===== src/rtl/trap_pkg.sv =====
package trap_pkg;

  localparam int NUM_BANKS = 5;
  localparam logic [2:0] NO_BANK = 3'd7;

  localparam logic [4:0] MODE_USR = 5'b10000;
  localparam logic [4:0] MODE_FIQ = 5'b10001;
  localparam logic [4:0] MODE_IRQ = 5'b10010;
  localparam logic [4:0] MODE_SVC = 5'b10011;
  localparam logic [4:0] MODE_ABT = 5'b10111;
  localparam logic [4:0] MODE_UND = 5'b11011;

  localparam logic [31:0] RESET_CPSR = 32'h0000_00D3;

  // enum value is the vector slot; slot 5 is reserved and has no member
  typedef enum logic [2:0] {
    K_RST  = 3'd0,
    K_UND  = 3'd1,
    K_SWI  = 3'd2,
    K_PABT = 3'd3,
    K_DABT = 3'd4,
    K_IRQ  = 3'd6,
    K_FIQ  = 3'd7
  } excKind_t;

  typedef struct packed {
    logic     enter;
    logic     ret;
    excKind_t kind;
    logic [2:0] bank;
    logic     bankWr;
  } trapStrobes_t;

  function automatic logic [4:0] modeOf(excKind_t k);
    case (k)
      K_UND:          modeOf = MODE_UND;
      K_PABT, K_DABT: modeOf = MODE_ABT;
      K_IRQ:          modeOf = MODE_IRQ;
      K_FIQ:          modeOf = MODE_FIQ;
      default:        modeOf = MODE_SVC;
    endcase
  endfunction

  function automatic logic [2:0] bankOf(logic [4:0] m);
    case (m)
      MODE_SVC: bankOf = 3'd0;
      MODE_ABT: bankOf = 3'd1;
      MODE_UND: bankOf = 3'd2;
      MODE_IRQ: bankOf = 3'd3;
      MODE_FIQ: bankOf = 3'd4;
      default:  bankOf = NO_BANK;
    endcase
  endfunction

  function automatic logic [3:0] linkOff(excKind_t k);
    linkOff = (k == K_DABT) ? 4'd8 : 4'd4;
  endfunction

endpackage


===== src/rtl/trap_ctrl.sv =====
module trap_ctrl
  import trap_pkg::*;
#(
  parameter int CTRL_CP = 15
) (
  input  logic         clk,
  input  logic         rstN,
  input  logic         reqReset,
  input  logic         reqUndef,
  input  logic         reqSwi,
  input  logic         reqPabt,
  input  logic         reqDabt,
  input  logic         reqIrq,
  input  logic         reqFiq,
  input  logic         cpOp,
  input  logic         cpXfer,
  input  logic [3:0]   cpNum,
  input  logic         retReq,
  input  logic [4:0]   curMode,
  input  logic         maskI,
  input  logic         maskF,
  output trapStrobes_t strb
);

  localparam logic [3:0] CTRL_CP_NUM = 4'(CTRL_CP);

  logic cpAllowed, undefEff, irqEff, fiqEff;
  logic [2:0] retBank;
  logic retOk;
  logic anyExc;
  excKind_t winner;

  assign cpAllowed = cpXfer && (cpNum == CTRL_CP_NUM);
  assign undefEff  = reqUndef || (cpOp && !cpAllowed);
  assign irqEff    = reqIrq && !maskI;
  assign fiqEff    = reqFiq && !maskF;
  assign anyExc    = reqReset || reqDabt || fiqEff || irqEff || reqPabt || undefEff || reqSwi;

  always_comb begin
    winner = K_SWI;
    if (reqReset)      winner = K_RST;
    else if (reqDabt)  winner = K_DABT;
    else if (fiqEff)   winner = K_FIQ;
    else if (irqEff)   winner = K_IRQ;
    else if (reqPabt)  winner = K_PABT;
    else if (undefEff) winner = K_UND;
  end

  assign retBank = bankOf(curMode);
  assign retOk   = retReq && (retBank != NO_BANK);

  always_comb begin
    strb.enter  = anyExc;
    strb.ret    = retOk && !anyExc;
    strb.kind   = winner;
    strb.bank   = anyExc ? bankOf(modeOf(winner)) : retBank;
    strb.bankWr = anyExc && (winner != K_RST);
  end

  p_excl_r10: assert property (@(posedge clk) disable iff (!rstN)
    !(strb.enter && strb.ret));

  p_irq_mask_r7: assert property (@(posedge clk) disable iff (!rstN)
    (strb.enter && strb.kind == K_IRQ) |-> !maskI);

  p_fiq_mask_r7: assert property (@(posedge clk) disable iff (!rstN)
    (strb.enter && strb.kind == K_FIQ) |-> (!maskF && !reqReset && !reqDabt));

  p_ret_bank_r8: assert property (@(posedge clk) disable iff (!rstN)
    strb.ret |-> (strb.bank < 3'(NUM_BANKS)));

  p_cp_trap_r6: assert property (@(posedge clk) disable iff (!rstN)
    (cpOp && !cpXfer) |-> strb.enter);

endmodule


===== src/rtl/trap_datapath.sv =====
module trap_datapath
  import trap_pkg::*;
#(
  parameter int              ADDR_W   = 32,
  parameter logic [ADDR_W-1:0] VEC_BASE = '0
) (
  input  logic              clk,
  input  logic              rstN,
  input  trapStrobes_t      strb,
  input  logic [ADDR_W-1:0] curPc,
  input  logic [31:0]       curCpsr,
  output logic              flush,
  output logic [ADDR_W-1:0] newPc,
  output logic              cpsrWr,
  output logic [31:0]       newCpsr
);

  localparam logic [ADDR_W-1:0] RSVD_VEC = VEC_BASE + ADDR_W'(5 * 4);

  logic [ADDR_W-1:0] linkBank [NUM_BANKS];
  logic [31:0]       spsrBank [NUM_BANKS];

  logic [ADDR_W-1:0] linkVal, vecAddr, retPc;
  logic [31:0]       entryCpsr, retCpsr;
  logic              setF;
  logic              entryQ;

  assign linkVal = curPc + ADDR_W'(linkOff(strb.kind));
  assign vecAddr = VEC_BASE + ADDR_W'({strb.kind, 2'b00});
  assign setF    = (strb.kind == K_FIQ) || curCpsr[6];

  always_comb begin
    if (strb.kind == K_RST)
      entryCpsr = RESET_CPSR;
    else
      entryCpsr = {curCpsr[31:8], 1'b1, setF, curCpsr[5], modeOf(strb.kind)};
  end

  always_comb begin
    retPc   = '0;
    retCpsr = '0;
    for (int b = 0; b < NUM_BANKS; b++) begin
      if (strb.bank == 3'(b)) begin
        retPc   = linkBank[b];
        retCpsr = spsrBank[b];
      end
    end
  end

  for (genvar g = 0; g < NUM_BANKS; g++) begin : g_bank
    always_ff @(posedge clk or negedge rstN) begin
      if (!rstN) begin
        linkBank[g] <= '0;
        spsrBank[g] <= '0;
      end else if (strb.bankWr && strb.bank == 3'(g)) begin
        linkBank[g] <= linkVal;
        spsrBank[g] <= curCpsr;
      end
    end
  end

  always_ff @(posedge clk or negedge rstN) begin
    if (!rstN) begin
      flush   <= 1'b0;
      cpsrWr  <= 1'b0;
      entryQ  <= 1'b0;
      newPc   <= '0;
      newCpsr <= '0;
    end else begin
      flush  <= strb.enter || strb.ret;
      cpsrWr <= strb.enter || strb.ret;
      entryQ <= strb.enter;
      if (strb.enter) begin
        newPc   <= vecAddr;
        newCpsr <= entryCpsr;
      end else if (strb.ret) begin
        newPc   <= retPc;
        newCpsr <= retCpsr;
      end
    end
  end

  p_no_rsvd_vec_r1: assert property (@(posedge clk) disable iff (!rstN)
    (flush && entryQ) |-> (newPc != RSVD_VEC));

  p_entry_imask_r4: assert property (@(posedge clk) disable iff (!rstN)
    strb.enter |=> (newCpsr[7] && flush));

  p_pulse_r10: assert property (@(posedge clk) disable iff (!rstN)
    !(strb.enter || strb.ret) |=> (!flush && !cpsrWr));

  p_fiq_fmask_r4: assert property (@(posedge clk) disable iff (!rstN)
    (strb.enter && (strb.kind == K_FIQ || strb.kind == K_RST)) |=> newCpsr[6]);

endmodule


===== src/rtl/trap_entry_unit.sv =====
module trap_entry_unit
  import trap_pkg::*;
#(
  parameter int                ADDR_W   = 32,
  parameter logic [ADDR_W-1:0] VEC_BASE = '0,
  parameter int                CTRL_CP  = 15
) (
  input  logic              clk,
  input  logic              rstN,
  input  logic              reqReset,
  input  logic              reqUndef,
  input  logic              reqSwi,
  input  logic              reqPabt,
  input  logic              reqDabt,
  input  logic              reqIrq,
  input  logic              reqFiq,
  input  logic              cpOp,
  input  logic              cpXfer,
  input  logic [3:0]        cpNum,
  input  logic              retReq,
  input  logic [ADDR_W-1:0] curPc,
  input  logic [31:0]       curCpsr,
  output logic              flush,
  output logic [ADDR_W-1:0] newPc,
  output logic              cpsrWr,
  output logic [31:0]       newCpsr
);

  trapStrobes_t strb;

  trap_ctrl #(.CTRL_CP(CTRL_CP)) u_ctrl (
    .clk      (clk),
    .rstN     (rstN),
    .reqReset (reqReset),
    .reqUndef (reqUndef),
    .reqSwi   (reqSwi),
    .reqPabt  (reqPabt),
    .reqDabt  (reqDabt),
    .reqIrq   (reqIrq),
    .reqFiq   (reqFiq),
    .cpOp     (cpOp),
    .cpXfer   (cpXfer),
    .cpNum    (cpNum),
    .retReq   (retReq),
    .curMode  (curCpsr[4:0]),
    .maskI    (curCpsr[7]),
    .maskF    (curCpsr[6]),
    .strb     (strb)
  );

  trap_datapath #(.ADDR_W(ADDR_W), .VEC_BASE(VEC_BASE)) u_dp (
    .clk     (clk),
    .rstN    (rstN),
    .strb    (strb),
    .curPc   (curPc),
    .curCpsr (curCpsr),
    .flush   (flush),
    .newPc   (newPc),
    .cpsrWr  (cpsrWr),
    .newCpsr (newCpsr)
  );

endmodule


===== config.mk =====
export PLATFORM = sky130hd
export DESIGN_NAME = trap_entry_unit
export DESIGN_NICKNAME = d
export VERILOG_FILES = /design/src/rtl/trap_pkg.sv /design/src/rtl/trap_ctrl.sv /design/src/rtl/trap_datapath.sv /design/src/rtl/trap_entry_unit.sv
export SDC_FILE = /design/constraint.sdc
export NUM_CORES = 1
export LEC_CHECK = 0
export BUFFER_PORTS_ARGS = -buffer_cell sky130_fd_sc_hd__buf_2
export CORE_MARGIN = 1
export CORE_UTILIZATION = 45
export CTS_BUF_LIST = sky130_fd_sc_hd__clkbuf_4
export CTS_CLUSTER_DIAMETER = 80
export CTS_CLUSTER_SIZE = 10
export DETAILED_ROUTE_END_ITERATION = 10
export PLACE_DENSITY = 0.72
export SLEW_MARGIN = 20
export SYNTH_ARGS = -nofsm -noshare
export SYNTH_HDL_FRONTEND = slang
export SYNTH_SLANG_ARGS = --single-unit

===== constraint.sdc =====
create_clock -name clk -period 1.2 [get_ports clk]
set_input_delay 0.06 -clock clk [delete_from_list [all_inputs] [get_ports clk]]
set_output_delay 0.06 -clock clk [all_outputs]
set_load 0.05 [all_outputs]

---- Word level (Yosys, flattened, before mapping) ----
Index checks and enable logic that the tools add are counted.
cells by class
  reduce and logical (&&, ||, !) cells .... 30
  equal/unequal tests ..................... 21
  $add $sub $neg .......................... 1
  muxes and demuxes ....................... 26
operators by type and width
  kind                                                  count
  2-to-1 mux 32 bit                                     15
  equality test 5 bit (second input constant)           10
  adder 32 x 4 -> 32 bit                                1
  case mux 3 bit (5 select lines)                       2
  2-to-1 mux 3 bit                                      6
  case mux 4 bit (4 select lines)                       1
  equality test 3 bit (second input constant)           4
  logical AND 1 bit                                     12
  equality test 3 x 2 -> 1 bit (second input constant)  3
  logical OR 1 bit                                      9
  equality test 3 x 1 -> 1 bit (second input constant)  2
  zero test 3 bit                                       2
  equality test 4 bit (second input constant)           1
  zero test 1 bit                                       4
  2-to-1 mux 4 bit                                      1
  != test 3 bit (second input constant)                 1
  nonzero test 3 bit                                    1
  2-to-1 mux 2 bit                                      1
  nonzero test 2 bit                                    1
  OR reduction 2 bit                                    1
storage, ports and cells
  input port bits ......................... 80
  bits in registers ....................... 385
  output and inout bits ................... 66
  word-level logic and storage cells ...... 91

---- Depth between registers and ports, before layout ----
  word-level depth ........................ 25
  mapped depth ............................ 12
  mapped depth without buffers ............ 10

---- Hierarchy ----
Synthesis repeated with hierarchy kept, for this count alone.
second synthesis, totals
  cells, all modules ...................... 1399
  area, all modules ....................... 17151.4 µm²
by module, submodules not included
  module         times used  cells each  sequential area each (µm²)  area an instance (µm²)
  trap_datapath  1           1361        9634.2                      16912.5
  trap_ctrl      1           38          0.0                         239.0

---- Worst setup path after synthesis ----
Ideal clock, no wire load.
  path type ............................... input -> register
  from .................................... input port reqReset
  to ...................................... register u_dp.linkBank[62] (netlist name)
  stages .................................. 10
  arrival time ............................ 2.132 ns
  library setup time ...................... 0.136 ns
  path buffers ............................ 1
  data required time ...................... 1.064 ns
  slack ................................... -1.068 ns
  cells stage by stage .................... buf_2 > nand2b_1 > ha_1 > inv_1 > fa_1 > nand4b_1 > nor2_1 > nand4_1 > xor2_1 > o21ai_0
between the ends
  word-level cells in the longest chain between the ends .. 9
  elaborated cells between the ends (all ways) .. 27
  classes of those cells .................. 1 x add/sub; 11 x eq/ne; 5 x mux; 10 x reduce/logical
RTL lines
  element                                                              line                              text
  start: declaration                                                   trap_entry_unit.sv:10             input logic reqReset,
  2-to-1 mux 3 bit or logical OR 1 bit (tied branches)                 trap_ctrl.sv:41, trap_ctrl.sv:37
  equality test 3 x 2 -> 1 bit (tied with other cells)                 trap_pkg.sv:35                    case (k)
  OR reduction 2 bit or logical OR 1 bit (tied branches)               trap_pkg.sv:35, trap_ctrl.sv:37
  case mux 4 bit (4 select lines) or logical OR 1 bit (tied branches)  trap_pkg.sv:35, trap_ctrl.sv:37
  equality test 5 bit or logical OR 1 bit (tied branches)              trap_pkg.sv:45, trap_ctrl.sv:37
  case mux 3 bit (5 select lines) or logical OR 1 bit (tied branches)  trap_pkg.sv:45, trap_ctrl.sv:37
  2-to-1 mux 3 bit                                                     trap_ctrl.sv:56                   strb.bank = anyExc ? bankOf(modeOf(winner)) : retBank;
  equality test 3 x 2 -> 1 bit                                         trap_datapath.sv:55               end else if (strb.bankWr && strb.bank == 3'(g)) begin
  logical AND 1 bit                                                    trap_datapath.sv:55
  end signal: indexed assignment                                       trap_datapath.sv:56               linkBank[g] <= linkVal;
  end: declaration                                                     trap_datapath.sv:20               logic [ADDR_W-1:0] linkBank [NUM_BANKS];
Parallel ways exist; a longest one is shown, timed or not.
A chain may end at the register's enable or synchronous reset.

---- Worst setup path after layout ----
  from .................................... input port reqPabt
  to ...................................... register u_dp.newPc[23]
between the ends
  word-level cells in the longest chain between the ends .. 19
  elaborated cells between the ends (all ways) .. 37
  classes of those cells .................. 14 x eq/ne; 15 x mux; 8 x reduce/logical
RTL lines
  element                                                              line                   text
  start: declaration                                                   trap_entry_unit.sv:13  input logic reqPabt,
  2-to-1 mux 3 bit                                                     trap_ctrl.sv:45        else if (reqPabt) winner = K_PABT;
  2-to-1 mux 3 bit                                                     trap_ctrl.sv:44        else if (irqEff) winner = K_IRQ;
  2-to-1 mux 3 bit                                                     trap_ctrl.sv:43        else if (fiqEff) winner = K_FIQ;
  2-to-1 mux 3 bit                                                     trap_ctrl.sv:42        else if (reqDabt) winner = K_DABT;
  2-to-1 mux 3 bit                                                     trap_ctrl.sv:41        if (reqReset) winner = K_RST;
  equality test 3 x 2 -> 1 bit or equality test 3 bit (tied branches)  trap_pkg.sv:35
  OR reduction 2 bit                                                   trap_pkg.sv:35
  case mux 4 bit (4 select lines)                                      trap_pkg.sv:35
  equality test 5 bit                                                  trap_pkg.sv:45         case (m)
  case mux 3 bit (5 select lines)                                      trap_pkg.sv:45
  2-to-1 mux 3 bit                                                     trap_ctrl.sv:56
  zero test 3 bit                                                      trap_datapath.sv:43    if (strb.bank == 3'(b)) begin
  2-to-1 mux 32 bit (5 in series)                                      trap_datapath.sv:43
  2-to-1 mux 32 bit                                                    trap_datapath.sv:76    end else if (strb.ret) begin
  2-to-1 mux 32 bit                                                    trap_datapath.sv:73    if (strb.enter) begin
  end signal: assignment                                               trap_datapath.sv:74    newPc <= vecAddr;
  end signal: assignment                                               trap_datapath.sv:77    newPc <= retPc;
  end: declaration                                                     trap_datapath.sv:13    output logic [ADDR_W-1:0] newPc,
Parallel ways exist; a longest one is shown, timed or not. The select of a mux whose other input is x is not followed.

==> results.sh <==
export IMPL_chipHeight_um=198.2
export IMPL_grt_pass1_wl_um=93020
export IMPL_initial_core_util_pct=45.90
export IMPL_cts_made_buffers=44
export IMPL_final_common_cell="nand2_1"
export IMPL_synth_ff_type="dfrtp_1"
export IMPL_period_minus_slack_ns=1.650
export IMPL_yosysSeqAreaShare_pct=55.60
export IMPL_post_place_cells=2514
export IMPL_antenna_found_initial=1
export IMPL_synth_cell_types=70
export IMPL_h_tree_depth=2
export IMPL_synth_area_leaders="dfrtp_1 56%, nand2_1 12%, o21ai_0 5.1%"
export IMPL_skew_ns=0.04165
export IMPL_coreArea_mm2=0.03776
export IMPL_setup_violations=230
export IMPL_dpl_cell_area_mm2=0.02059
export IMPL_synth_cells=1778
export IMPL_grt_max_degree=78
export IMPL_start_kind="input pin"
export IMPL_worst_ep_arrival_time_ns=2.27
export IMPL_drive_gt1_share_pct=38.60
export IMPL_drcViolationCount=0
export IMPL_drt_pre_antenna_iters=5
export IMPL_routedWlPerCell_um=22.90
export IMPL_place_ws_ns=-1.135
export IMPL_grt_pass1_vias=16670
export IMPL_dieArea_mm2=0.03930
export IMPL_dp_hpwl_um=34530
export IMPL_worstPathRequired_ns=1.82
export IMPL_crit_type="in2reg"
export IMPL_holdWs_ns=-0.05377
export IMPL_tritoncts="built"
export IMPL_startpoint="reqPabt"
export IMPL_stdcell_count=2771
export IMPL_finalPower_mw=30.65
export IMPL_gr_usage_all_layers_pct=30.98
export IMPL_vias=16490
export IMPL_std_cell_rows=71
export IMPL_p_leak_nw=11.88
export IMPL_netlist_area_mm2=0.01733
export IMPL_vias_per_cell=5.952
export IMPL_ys_warnings_count=0
export IMPL_worst_slew_pin_slew_ns=0.7584
export IMPL_outcome="finished with violations"
export IMPL_fin_nets=2342
export IMPL_failed_checks="hold timing, setup timing"
export IMPL_layout_setup_ws_ns=-0.4504
export IMPL_crit_fanout=4
export IMPL_postRouteAntennaNets=0
export IMPL_async_flop_share_pct=100.0
export IMPL_fmax_mhz=605.9
export IMPL_cp_end_kind="register"
export IMPL_synth_fp_nets=1861
export IMPL_grt_overflow=0
export IMPL_relSlewSlack_pct=49.27
export IMPL_min_path_type="in2reg"
export IMPL_ctsRootBufferMaster="clkbuf_4"
export IMPL_vdd_ir_drop_max_v=0.001098
export IMPL_ys_ff_latch=385
export IMPL_period_share_pct=137.5
export IMPL_totalWireLength_um=63450
export IMPL_slew_viol_final=0
export IMPL_place_congestion=0.8952
export IMPL_yosys_area_top_type="dfrtp_1"
export IMPL_cts_path_max_buffers=3
export IMPL_rsz0062_at_grt="yes"
export IMPL_cap_violations=0
export IMPL_final_cell_area_mm2=0.02522
export IMPL_finalHoldViolations=5
export IMPL_syn2layout_area_growth_pct=45.55
export IMPL_clkTransAtPathRegs_ns=0.11
export IMPL_insertion_delay_ns=0.76
export IMPL_syn_area_per_cell_um2=9.746
export IMPL_final_util_pct=66.80
export IMPL_setup_tns_final_ns=-60.32
export IMPL_portBuffers=145
export IMPL_clock_sinks=385
export IMPL_fp_dieW_um=198.2
export IMPL_yosysTopAreaCellShare_pct=55.60
export IMPL_drt_iter0_drc=1599
export IMPL_synth_edf_count=0
export IMPL_worstHoldStart="curPc[3]"
export IMPL_boundaryPins=146
export IMPL_r2r_start="u_dp.linkBank[148]"
export IMPL_power_density_mw_per_mm2=1215
export IMPL_mostFrequentLayoutCells="512 x nand2_1, 382 x dfrtp_1, 207 x buf_4"
registers in the layout, indices dropped and copies added, names as in the netlist:
signal and cells:
u_dp.newPc 32, u_dp.linkBank 160, u_dp.spsrBank 160, u_dp.newCpsr 32, u_dp.flush 1
final cells by class:
class	instances	area [µm²]
Clock buffer	45	337.8
Timing Repair Buffer	555	5778
Clock inverter	1	7.507
Inverter	8	35.03
Multi-Input combinational cell	1265	8783
Antenna cell	1	2.502
Fill cell	2652	12530
Tap cell	511	639.4
Sequential cell	385	9638
worst paths after layout:
check | end | slack [ns] | cells after the start
min in group asynchronous | u_dp.spsrBank[41] | 0.49 | 3
setup / recovery | u_dp.newPc[23] | -0.45 | 12
hold reg to reg | u_dp.spsrBank[112] | 0.48 | 2
hold / removal | u_dp.linkBank[131] | -0.05 | 4
setup reg to reg | u_dp.newPc[20] | -0.11 | 3
max in group asynchronous | u_dp.newCpsr[24] | 0.03 | 4
kinds of logic (layout without fill, tap and decap cells):
kind of cell / after synthesis / count (layout) / share of synthesized area (%)
flip-flops: 385 / 385 / 55.60
buffers and inverters: 130 / 609 / 3.408
AND/OR/NAND/NOR: 718 / 720 / 17.40
AO/OA/AOI/OAI: 428 / 428 / 15.71
multiplexers: 86 / 86 / 6.209
adder cells (fa/ha/maj): 3 / 3 / 0.2599
other: 0 / 1 / 0
XOR/XNOR: 28 / 28 / 1.415
layer usage:
layer  up-vias  track usage, %  part of all wire [%]  routed length, µm
met3       263           5.263                   8.9               5658
met5         -               0                     0                  0
met1      8203           38.85                    37              23510
met2       949           52.37                    48              30750
li1       7077               -                     -                  -
met4         0           14.01                   5.6               3534
worst max-delay path, cell delays in order:
cell	delay [ns]
buf_12	0.11
nor3_4	0.31
and3_4	0.25
a22oi_2	0.07
buf_4	0.17
o21ai_4	0.22
buf_12	0.15
buf_16	0.12
buf_4	0.11
mux2_4	0.28
a222oi_1	0.27
o21ai_1	0.13
Yosys cell counts (4+ instances only):
cell type	instances
nand2_1	569
mux2i_1	4
xor2_1	18
a21oi_1	41
xnor2_1	10
buf_6	4
a222oi_1	10
a211o_1	8
mux2_2	52
o21a_1	8
o211ai_1	13
o21ai_1	12
nor3_1	18
and2_1	6
o21ai_0	175
buf_4	7
nor2_1	27
dfrtp_1	385
buf_2	37
o31ai_1	33
clkbuf_1	71
mux2_4	30
o221ai_1	5
nand2b_1	4
o22ai_1	31
a21o_1	15
or2_0	7
a22oi_1	48
and4_1	4
nand4_1	7
nand3_1	20
and3_1	34
nor2b_1	4
inv_1	8
a31oi_1	7
power breakdown:
| group | switching (mW) | internal (mW) | leakage [nW] |
|---|---|---|---|
| clock | 4.39 | 1.73 | 0.207 |
| sequential | 1.59 | 15.2 | 4.80 |
| combinational | 3.93 | 3.82 | 6.87 |
timing repair:
item,4_1_cts,5_1_grt
gates cloned,22,3
pin swaps,81,102
endpoints found under the hold margin,732,53
resized for setup,365,202
hold buffers,73,1
setup buffers,84,39
setup endpoints to repair,250,606
Power figures use the tool's default switching activity.
